**config.mk**
```make
export PLATFORM = sky130hd
export DESIGN_NAME = bilin_tex_filter
export DESIGN_NICKNAME = d
export VERILOG_FILES = /design/src/rtl/bilin_pkg.sv /design/src/rtl/bilin_ctrl.sv /design/src/rtl/bilin_datapath.sv /design/src/rtl/bilin_tex_filter.sv
export SDC_FILE = /design/constraint.sdc
export NUM_CORES = 2
export LEC_CHECK = 0
export ABC_AREA = 1
export BUFFER_PORTS_ARGS = -buffer_cell sky130_fd_sc_hd__buf_2
export CAP_MARGIN = 20
export CELL_PAD_IN_SITES_DETAIL_PLACEMENT = 1
export CELL_PAD_IN_SITES_GLOBAL_PLACEMENT = 1
export CORE_ASPECT_RATIO = 0.9
export CORE_MARGIN = 4
export CORE_UTILIZATION = 35
export DETAILED_ROUTE_END_ITERATION = 8
export PLACE_DENSITY = 0.73
export SYNTH_ARGS = -nofsm -noshare
export SYNTH_HDL_FRONTEND = slang
export SYNTH_SLANG_ARGS = --single-unit
```
**constraint.sdc**
```tcl
create_clock -name clk -period 15.74 [get_ports clk]
set_clock_uncertainty 0.05 [all_clocks]
set_input_delay 3.148 -clock clk [delete_from_list [all_inputs] [get_ports clk]]
set_output_delay 3.148 -clock clk [all_outputs]
set_load 0.03 [all_outputs]
```
**src/rtl/bilin_pkg.sv**
```systemverilog
package bilin_pkg;

  // Strobes from the sequencer to the datapath, one bit per pipeline action.
  typedef struct packed {
    logic       ldCoord;   // capture inputs, clamp neighbours
    logic       ldAddr;    // build row addresses and weights
    logic       issue;     // one texel read this cycle
    logic [1:0] texSel;    // which of the four texels
    logic       mulEn;     // scale returned texel by its weight
    logic       accEn;     // add product into running sum
    logic       accFirst;  // first product of a pixel: load, not add
    logic       outLd;     // scale and saturate into the result
  } bilinStrobe_t;

  localparam int TEXELS = 4;

endpackage

```
**src/rtl/bilin_ctrl.sv**
```systemverilog
module bilin_ctrl
  import bilin_pkg::*;
(
  input  logic         clk,
  input  logic         rstN,
  input  logic         start,
  output logic         ready,
  output bilinStrobe_t st,
  output logic         outValid
);

  localparam int GAP    = TEXELS;
  localparam int HOLD_W = $clog2(GAP);
  localparam int LAST   = 2 * GAP;          // token index of the result cycle

  logic              accept;
  logic [LAST:0]     tokQ;                  // tokQ[k] high k+1 cycles after accept
  logic [HOLD_W-1:0] holdCnt;

  assign ready  = (holdCnt == '0);
  assign accept = start && ready;

  always_ff @(posedge clk or negedge rstN) begin
    if (!rstN) begin
      tokQ    <= '0;
      holdCnt <= '0;
    end else begin
      tokQ <= {tokQ[LAST-1:0], accept};
      if (accept)
        holdCnt <= HOLD_W'(GAP - 1);
      else if (holdCnt != '0)
        holdCnt <= holdCnt - HOLD_W'(1);
    end
  end

  always_comb begin
    st          = '0;
    st.ldCoord  = accept;
    st.ldAddr   = tokQ[0];
    st.issue    = |tokQ[GAP:1];
    st.mulEn    = |tokQ[GAP+1:2];
    st.accEn    = |tokQ[GAP+2:3];
    st.accFirst = tokQ[3];
    st.outLd    = tokQ[LAST-1];
    for (int k = 0; k < GAP; k++)
      if (tokQ[k+1]) st.texSel = 2'(k);
  end

  assign outValid = tokQ[LAST];


  ready_drop_chk: assert property (@(posedge clk) disable iff (!rstN)
    (start && ready) |=> !ready);


  tex_order_chk: assert property (@(posedge clk) disable iff (!rstN)
    (st.issue && st.texSel != 2'd3) |=>
      (st.issue && st.texSel == $past(st.texSel) + 2'd1));


  tex_wrap_chk: assert property (@(posedge clk) disable iff (!rstN)
    (st.issue && st.texSel == 2'd3) |=> (!st.issue || st.texSel == 2'd0));


  out_pulse_chk: assert property (@(posedge clk) disable iff (!rstN)
    outValid |=> !outValid);


  one_pixel_issue_chk: assert property (@(posedge clk) disable iff (!rstN)
    $onehot0(tokQ[GAP:1]));

endmodule

```
**src/rtl/bilin_datapath.sv**
```systemverilog
module bilin_datapath
  import bilin_pkg::*;
#(
  parameter int INT_W  = 10,
  parameter int FRAC_W = 6,
  parameter int LVL_W  = 3,
  parameter int DIM_W  = 11,
  parameter int ADDR_W = 20,
  parameter int CH_W   = 8,
  parameter int WORD_W = 32,
  localparam int COORD_W = INT_W + FRAC_W,
  localparam int NUM_LVL = 1 << LVL_W
) (
  input  logic                      clk,
  input  logic                      rstN,
  input  bilinStrobe_t              st,
  input  logic [COORD_W-1:0]        u,
  input  logic [COORD_W-1:0]        v,
  input  logic [LVL_W-1:0]          level,
  input  logic [DIM_W-1:0]          texWidth,
  input  logic [DIM_W-1:0]          texHeight,
  input  logic [NUM_LVL*ADDR_W-1:0] levelBase,
  input  logic [WORD_W-1:0]         memRdata,
  output logic [ADDR_W-1:0]         memAddr,
  output logic [CH_W-1:0]           outR,
  output logic [CH_W-1:0]           outG,
  output logic [CH_W-1:0]           outB
);

  localparam int EXT_W  = ((DIM_W > INT_W) ? DIM_W : INT_W) + 1;
  localparam int WT_W   = 2 * (FRAC_W + 1);
  localparam int PROD_W = CH_W + WT_W;
  localparam int ACC_W  = PROD_W + 2;
  localparam int SHIFT  = 2 * FRAC_W;
  localparam int CHANS  = 3;
  localparam logic [ACC_W-1:0] CH_MAX  = ACC_W'((1 << CH_W) - 1);
  localparam logic [ACC_W-1:0] ACC_MAX = CH_MAX << SHIFT;
  localparam logic [FRAC_W:0]  ONE     = (FRAC_W + 1)'(1 << FRAC_W);

  // ---------------- coordinate generation ----------------
  logic [DIM_W-1:0] shW, shH, lwC, lhC;
  logic [EXT_W-1:0] uiE, viE, lwE, lhE, x0C, x1C, y0C, y1C;

  always_comb begin
    shW = texWidth  >> level;
    shH = texHeight >> level;
    lwC = (shW == '0) ? DIM_W'(1) : shW;
    lhC = (shH == '0) ? DIM_W'(1) : shH;
    uiE = EXT_W'(u[COORD_W-1:FRAC_W]);
    viE = EXT_W'(v[COORD_W-1:FRAC_W]);
    lwE = EXT_W'(lwC);
    lhE = EXT_W'(lhC);
    x0C = (uiE >= lwE) ? lwE - EXT_W'(1) : uiE;
    x1C = (uiE + EXT_W'(1) >= lwE) ? lwE - EXT_W'(1) : uiE + EXT_W'(1);
    y0C = (viE >= lhE) ? lhE - EXT_W'(1) : viE;
    y1C = (viE + EXT_W'(1) >= lhE) ? lhE - EXT_W'(1) : viE + EXT_W'(1);
  end

  logic [DIM_W-1:0]  x0Q, x1Q, y0Q, y1Q, lwQ;
  logic [FRAC_W-1:0] fuQ, fvQ;
  logic [ADDR_W-1:0] baseQ;

  always_ff @(posedge clk or negedge rstN) begin
    if (!rstN) begin
      x0Q <= '0; x1Q <= '0; y0Q <= '0; y1Q <= '0; lwQ <= '0;
      fuQ <= '0; fvQ <= '0; baseQ <= '0;
    end else if (st.ldCoord) begin
      x0Q   <= DIM_W'(x0C);
      x1Q   <= DIM_W'(x1C);
      y0Q   <= DIM_W'(y0C);
      y1Q   <= DIM_W'(y1C);
      lwQ   <= lwC;
      fuQ   <= u[FRAC_W-1:0];
      fvQ   <= v[FRAC_W-1:0];
      baseQ <= levelBase[level*ADDR_W +: ADDR_W];
    end
  end

  // ---------------- address and weight generation ----------------
  logic [FRAC_W:0] fuE, fvE, invU, invV;
  logic [WT_W-1:0] wC [TEXELS];

  assign fuE  = {1'b0, fuQ};
  assign fvE  = {1'b0, fvQ};
  assign invU = ONE - fuE;
  assign invV = ONE - fvE;

  for (genvar k = 0; k < TEXELS; k++) begin : g_wt
    localparam bit HI_X = (k % 2) == 1;
    localparam bit HI_Y = k >= 2;
    assign wC[k] = WT_W'(HI_X ? fuE : invU) * WT_W'(HI_Y ? fvE : invV);
  end

  logic [ADDR_W-1:0] row0Q, row1Q, xa0Q, xa1Q;
  logic [WT_W-1:0]   wQ [TEXELS];

  always_ff @(posedge clk or negedge rstN) begin
    if (!rstN) begin
      row0Q <= '0; row1Q <= '0; xa0Q <= '0; xa1Q <= '0;
      for (int k = 0; k < TEXELS; k++) wQ[k] <= '0;
    end else if (st.ldAddr) begin
      row0Q <= baseQ + ADDR_W'(y0Q) * ADDR_W'(lwQ);
      row1Q <= baseQ + ADDR_W'(y1Q) * ADDR_W'(lwQ);
      xa0Q  <= ADDR_W'(x0Q);
      xa1Q  <= ADDR_W'(x1Q);
      for (int k = 0; k < TEXELS; k++) wQ[k] <= wC[k];
    end
  end

  // texSel bit 0 picks the column, bit 1 picks the row
  assign memAddr = (st.texSel[1] ? row1Q : row0Q) + (st.texSel[0] ? xa1Q : xa0Q);

  logic [WT_W-1:0] wPipeQ;
  always_ff @(posedge clk or negedge rstN) begin
    if (!rstN)         wPipeQ <= '0;
    else if (st.issue) wPipeQ <= wQ[st.texSel];
  end

  // ---------------- multiply, accumulate, scale ----------------
  logic unusedHiBits;
  assign unusedHiBits = ^memRdata[WORD_W-1:CHANS*CH_W];

  logic [CH_W-1:0] resQ [CHANS];

  for (genvar c = 0; c < CHANS; c++) begin : g_ch
    logic [PROD_W-1:0] prodQ;
    logic [ACC_W-1:0]  accQ;
    logic [ACC_W-1:0]  shifted;

    always_ff @(posedge clk or negedge rstN) begin
      if (!rstN) prodQ <= '0;
      else if (st.mulEn)
        prodQ <= PROD_W'(memRdata[c*CH_W +: CH_W]) * PROD_W'(wPipeQ);
    end

    always_ff @(posedge clk or negedge rstN) begin
      if (!rstN) accQ <= '0;
      else if (st.accEn)
        accQ <= st.accFirst ? ACC_W'(prodQ) : accQ + ACC_W'(prodQ);
    end

    assign shifted = accQ >> SHIFT;

    always_ff @(posedge clk or negedge rstN) begin
      if (!rstN) resQ[c] <= '0;
      else if (st.outLd)
        resQ[c] <= (shifted > CH_MAX) ? '1 : shifted[CH_W-1:0];
    end


    acc_bound_chk: assert property (@(posedge clk) disable iff (!rstN)
      st.outLd |-> (accQ <= ACC_MAX));
  end

  assign outB = resQ[0];
  assign outG = resQ[1];
  assign outR = resQ[2];


  clamp_range_chk: assert property (@(posedge clk) disable iff (!rstN)
    st.ldAddr |-> (x1Q < lwQ) && (x0Q <= x1Q) && (y0Q <= y1Q));

endmodule

```
**src/rtl/bilin_tex_filter.sv**
```systemverilog
module bilin_tex_filter
  import bilin_pkg::*;
#(
  parameter int INT_W  = 10,
  parameter int FRAC_W = 6,
  parameter int LVL_W  = 3,
  parameter int DIM_W  = 11,
  parameter int ADDR_W = 20,
  parameter int CH_W   = 8,
  parameter int WORD_W = 32,
  localparam int COORD_W = INT_W + FRAC_W,
  localparam int NUM_LVL = 1 << LVL_W
) (
  input  logic                      clk,
  input  logic                      rstN,
  input  logic                      start,
  output logic                      ready,
  input  logic [COORD_W-1:0]        u,
  input  logic [COORD_W-1:0]        v,
  input  logic [LVL_W-1:0]          level,
  input  logic [DIM_W-1:0]          texWidth,
  input  logic [DIM_W-1:0]          texHeight,
  input  logic [NUM_LVL*ADDR_W-1:0] levelBase,
  output logic                      memReq,
  output logic [ADDR_W-1:0]         memAddr,
  input  logic [WORD_W-1:0]         memRdata,
  output logic                      outValid,
  output logic [CH_W-1:0]           outR,
  output logic [CH_W-1:0]           outG,
  output logic [CH_W-1:0]           outB
);

  bilinStrobe_t st;

  bilin_ctrl ctrl_i (
    .clk      (clk),
    .rstN     (rstN),
    .start    (start),
    .ready    (ready),
    .st       (st),
    .outValid (outValid)
  );

  bilin_datapath #(
    .INT_W (INT_W), .FRAC_W (FRAC_W), .LVL_W (LVL_W), .DIM_W (DIM_W),
    .ADDR_W(ADDR_W), .CH_W (CH_W), .WORD_W (WORD_W)
  ) dp_i (
    .clk       (clk),
    .rstN      (rstN),
    .st        (st),
    .u         (u),
    .v         (v),
    .level     (level),
    .texWidth  (texWidth),
    .texHeight (texHeight),
    .levelBase (levelBase),
    .memRdata  (memRdata),
    .memAddr   (memAddr),
    .outR      (outR),
    .outG      (outG),
    .outB      (outB)
  );

  assign memReq = st.issue;

endmodule

```
# After elaboration in Yosys (flattened, before gate mapping)
# Cells that the tools add are included.
# classes
n_shift,3
bitwise_logic,1
reduce_logical,9
add_sub_neg,13
multipliers,10
n_lt_le_gt_ge,8
muxes,22
# ops
op,n
$shiftx 160x9->20,1
$mux 11,7
$add 24x22->24,3
$mux 24,3
$mul 8x14->22,3
$add 20x20->20,3
$mul 11x11->20,2
$gt 12x8->1 const B,3
$bmux 14 s2,1
$mux 14,2
$ge 12x11->1,2
$mux 8,3
$add 10x1->11 const B,2
$ge 10x11->1,2
$logic_not 11->1,2
$shr 11x3->11,2
$sub 11x1->11 const B,2
$mux 20,1
$mul 7x7->14,1
$sub 7x6->7 const A,2
$mul 6x7->13,1
$mul 7x6->13,1
$mul 6x6->12,1
$reduce_or 4->1,3
9 further kinds,13
# word_totals
reg_bits,392
out_inout_bits,47

# Depth between registers and ports, before layout
# depth
depth_word,7
mapped_depth,28
ltp_nobuf,27

# Cells and area by module
# Synthesis repeated with hierarchy kept, for this count alone.
# hier_totals
hier_cells,6727
area_unflattened_um2,48642.9
# by_module_without_submodules
module,area_per_inst_um2,cells_each,n_inst,seq_area_each_um2
bilin_datapath,48231.3,6689,1,9359.0
bilin_ctrl,411.6,38,1,275.3

# Worst setup path after synthesis
# Ideal clock, no wire load.
# synth_timing
path_type,input to register
from,input port memRdata[2]
to,register dp_i.g_ch[0].prodQ[15]
cell_stages,17
required_ns,15.573
slack_ns,8.628
arrival_time_ns,6.944
cell_sequence,clkbuf_1 > nand2_1 > fa_1 > fa_1 > fa_1 > inv_1 > fa_1 > ha_1 > a21oi_1 > o21ai_0 > a21oi_1 > nor3_1 > nor2_1 > o21ai_0 > or2_2 > nand3_1 > nand2_1
# synth_via
elab_chain_cells,1
# synth_rtl
element,line,rtl
from (decl),bilin_tex_filter.sv:26,"input logic [WORD_W-1:0] memRdata,"
$mul 8x14->22,bilin_datapath.sv:133,prodQ <= PROD_W'(memRdata[c*CH_W +: CH_W]) * PROD_W'(wPipeQ);
to (signal assigned),bilin_datapath.sv:133,
to (decl),bilin_datapath.sv:126,logic [PROD_W-1:0] prodQ;
# No other way between the ends.
# A chain may end at the register's enable or synchronous reset.

# Worst setup path in the final report
# layout_timing
from,register ctrl_i.tokQ[3]
to,output port memAddr[13]
# layout_via
elab_chain_cells,4
# layout_rtl
element,line,rtl
from (decl),bilin_ctrl.sv:17,logic [LAST:0] tokQ;
from (signal assigned),bilin_ctrl.sv:28,"tokQ <= {tokQ[LAST-1:0], accept};"
$mux 2 (*) (2 in a row),bilin_ctrl.sv:46,if (tokQ[k+1]) st.texSel = 2'(k);
$mux 20 or $mux 11 (tied branches),bilin_datapath.sv:111,assign memAddr = (st.texSel[1] ? row1Q : row0Q) + (st.texSel[0] ? xa1Q : xa0Q);
$add 20x20->20 (*),bilin_datapath.sv:111,
to (decl),bilin_tex_filter.sv:25,"output logic [ADDR_W-1:0] memAddr,"
# Every way passes the cells marked *; elsewhere a longest branch is shown, timed or not.

==> metrics.md <==
| Metric | Value |
|---|---|
| Worst Tran Pin Value | 1.07 ns |
| CTS clk-pin slew, worst paths | 0.07 ns |
| Residual DRC | 0 |
| Critical path startpoint | ctrl_i.tokQ[3] |
| Final Hold Viols | 0 |
| Port bufs | 290 |
| Largest fanout on the critical path | 57 |
| Slack of the worst reg-to-reg path | 9.47 ns |
| Starting density of the core | 0.354 |
| CP arrival | 5.04 ns |
| H-tree levels | 2 |
| Setup violators final | 0 |
| Leftover overflow at the end of global routing | 0 |
| CTS tree | done |
| First-pass iteration count of the detailed router | 5 |
| Proportion of synthesized flip-flops having asynchronous set or reset | 1.00 |
| Final layout net count | 7849 |
| First-pass GRT wire length | 252000 µm |
| Total Routing Usage GR | 0.215 |
| Result of the run | finished clean |
| Fraction of layout cells with a size suffix above 1 | 0.0789 |
| Max Transition Viols Final | 0 |
| Crit path launch type | flop |
| Routability congestion estimate | 0.886 |
| Sequential area share after synthesis | 0.200 |
| Maximum clock path buffer count | 3 |
| Number of flops mapped to enable cells by yosys | 0 |
| Crit share post-route | 0.524 |
| Gate count of the mapped netlist | 6544 |
| CP endpoint | memAddr[13] |
| CTS sink cnt | 385 |
| Class of the most critical setup path | reg -> out |
| Shortest period the worst path allows | 8.24 ns |
| Die Y-Extent | 360 µm |
| WL/cell | 18.1 µm |
| TritonCTS buffer count | 47 |
| Combined area of all synthesized cells | 0.0483 mm² |
| Full die area | 0.144 mm² |
| Largest net degree at the start of global routing | 104 |
| Area of the multi-input gates | 0.0330 mm² |
| Register bit total from synthesis | 385 |
| Post-CTS setup buffer count | 0 |
| Startpoint of the worst register-to-register path | dp_i.fuQ[0] |
| Total wirelength of the detailed-routed design | 154000 µm |
| Total of max-cap violations | 0 |
| Die boundary width | 399 µm |
| Yosys warns | 0 |
| Ports | 299 |
| Number of fillers in the final layout | 17200 |
| Number of vias per cell after detailed routing | 5.05 |
| Number of buffers inserted for hold repair after clock tree synthesis | 0 |
| Latest clock arrival within the worst-skew pair | 0.65 ns |
| Layout-stage area growth over the synthesis result | 9.74% |
| Std-Cell Core Area | 0.136 mm² |
| Worst slew margin relative to its limit | 0.285 |
| Sequential cell area | 0.00964 mm² |
| Number of violations reported at the end of detailed-routing iteration 0 | 2110 |
| Most instantiated flip-flop cell in the synthesis netlist | dfrtp_1 |
| Kind of end point of the critical path | output pin |
| Vias after detailed routing | 43000 |
| Worst min path class | reg -> reg |
| Data required time of the worst path | 12.54 ns |
| Startpoint of the worst hold path | ctrl_i.tokQ[6] |
| Post-DRT Antenna Nets | 0 |
| Clock root buffer | clkbuf_16 |
| HPWL Detailed | 121000 µm |
| Post-cts resize count | 0 |
| Number of global-route vias before repair | 46700 |
| Setup TNS | 0 ns |
| Capture point of the worst reg-to-reg path | dp_i.wQ[54] |
| Synth unique cells | 62 |
| Number of antenna violations at the first check in global routing | 9 |
| Highest attainable clock frequency | 0.121 GHz |
| Post-Syn Area per Cell | 7.37 µm² |
| Setup repair after global routing missed its margin | no |
| Synthesized Nets | 7739 |
| Cells on worst reg2reg path | 23 |
| Row count | 128 |
==> critical path: stages, from the launching register on <==
cell	delay, ns
dfrtp_2	0.38
buf_4	0.33
nor2_4	0.39
buf_4	0.40
inv_2	0.29
nand2_1	0.12
nand2_1	0.09
ha_1	0.33
inv_1	0.07
o21bai_1	0.14
a21oi_1	0.09
o21ai_1	0.21
a21boi_0	0.18
o21ai_1	0.27
nand2_1	0.20
xnor2_1	0.57
buf_2	0.32
==> stage by stage <==
stage           util  hold WS [ns]  cell area [µm²]  std cells  setup slack (ns)
2_1_floorplan      -         0.299            48300       6544              8.63
3_3_place_gp   0.376         0.329            51200       8422              8.04
3_5_place_dp   0.376         0.338            51200       8422              7.94
4_1_cts        0.388         0.365            52900       8509              7.48
5_1_grt        0.389         0.383            53000       8516              7.22
6_report       0.389         0.353            53000       8516              7.50
==> synthesized netlist by cell type (4+ instances only) <==
cell | instances | share of area
ha_1 | 444 | 0.12
a31oi_1 | 34 | 0.0044
a21boi_0 | 8 | 0.0012
o22ai_1 | 10 | 0.0013
clkbuf_1 | 228 | 0.018
o21ai_0 | 494 | 0.051
nor3_1 | 36 | 0.0037
o211ai_1 | 37 | 0.0058
dfrtp_1 | 385 | 0.20
or2_2 | 23 | 0.0030
nor4_1 | 7 | 0.00091
inv_1 | 1199 | 0.093
o21a_1 | 5 | 0.00078
a21oi_1 | 285 | 0.030
o221ai_1 | 42 | 0.0076
o31ai_1 | 11 | 0.0017
fa_1 | 499 | 0.21
xor2_1 | 91 | 0.017
o21ai_1 | 19 | 0.0020
xnor2_1 | 60 | 0.011
nand2_1 | 1769 | 0.14
nand3b_1 | 5 | 0.00078
and3_1 | 5 | 0.00065
buf_1 | 17 | 0.0013
nor2_1 | 398 | 0.031
buf_2 | 23 | 0.0024
nor2_2 | 9 | 0.0012
a31o_2 | 4 | 0.00073
nand2_4 | 4 | 0.00093
buf_6 | 7 | 0.0016
a21o_1 | 22 | 0.0034
nor2_4 | 6 | 0.0014
nand4_1 | 41 | 0.0053
nand2_2 | 26 | 0.0034
o21bai_1 | 17 | 0.0026
nand3_1 | 221 | 0.023
nand3_2 | 9 | 0.0019
inv_2 | 9 | 0.00070
==> cells in the final DEF (no fill, tap or decap), types with 42 or more instances in the layout <==
cell type  Yosys  routed
buf_4          1      44
nand2_1     1769    1768
buf_2         23     289
dfrtp_1      385     383
clkbuf_16      0      47
inv_1       1199    1197
xor2_1        91      91
a21oi_1      285     285
o21ai_0      494     494
nor2_1       398     398
o221ai_1      42      42
nand3_1      221     221
ha_1         444     444
fa_1         499     499
xnor2_1       60      60
==> layout make-up <==
type	count	share of cell area
diodes	4	0.000189
clock buffers	60	0.0248
clock inverters	27	0.00626
inverters	1212	0.0860
multi-input cells	4671	0.622
flip-flops and latches	385	0.182
well taps	1820	0.0430
repair buffers	337	0.0353
==> how the worst min path moves through the flow <==
stage / cells past startpoint / end / slack (ns)
CTS: 0 / ctrl_i.tokQ[7] / 0.36
detailed placement: 0 / ctrl_i.tokQ[7] / 0.34
global route: 0 / ctrl_i.tokQ[7] / 0.38
floorplan: 0 / ctrl_i.tokQ[5] / 0.30
global placement: 0 / ctrl_i.tokQ[7] / 0.33
finish: 0 / ctrl_i.tokQ[7] / 0.35
==> kinds of logic after synthesis <==
logic type	count (synthesis)	synth area share
xor+xnor	152	0.0277
buf+inv	1488	0.118
simple gates	2571	0.217
compound gates	1005	0.116
fa+ha+maj	943	0.322
flops	385	0.200
==> flip-flops by register name, summed over array words and instances (netlist names) <==
signal and count:
dp_i.outG 8, dp_i.outB 8, dp_i.row0Q 20, dp_i.fuQ 6, dp_i.y1Q 11, ctrl_i.holdCnt 2, dp_i.y0Q 11, dp_i.xa0Q 11
dp_i.lwQ 11, dp_i.row1Q 20, dp_i.wQ 49, dp_i.g_ch.accQ 72, ctrl_i.tokQ 9, dp_i.outR 8, dp_i.wPipeQ 14, dp_i.fvQ 6
dp_i.xa1Q 11, dp_i.baseQ 20, dp_i.g_ch.prodQ 66, dp_i.x1Q 11, dp_i.x0Q 11
==> layer usage <==
layer / global-route usage / part of all wire / up-vias
met4: 0.0427 / 0.016 / 10
li1: - / - / 20600
met3: 0.0235 / 0.034 / 150
met2: 0.371 / 0.49 / 642
met1: 0.292 / 0.46 / 21600
met5: 0 / 0.00035 / -
Power is left out: the tool's default activity adds up to more than one toggle a clock period on the data nets, which glitch-free logic cannot reach.
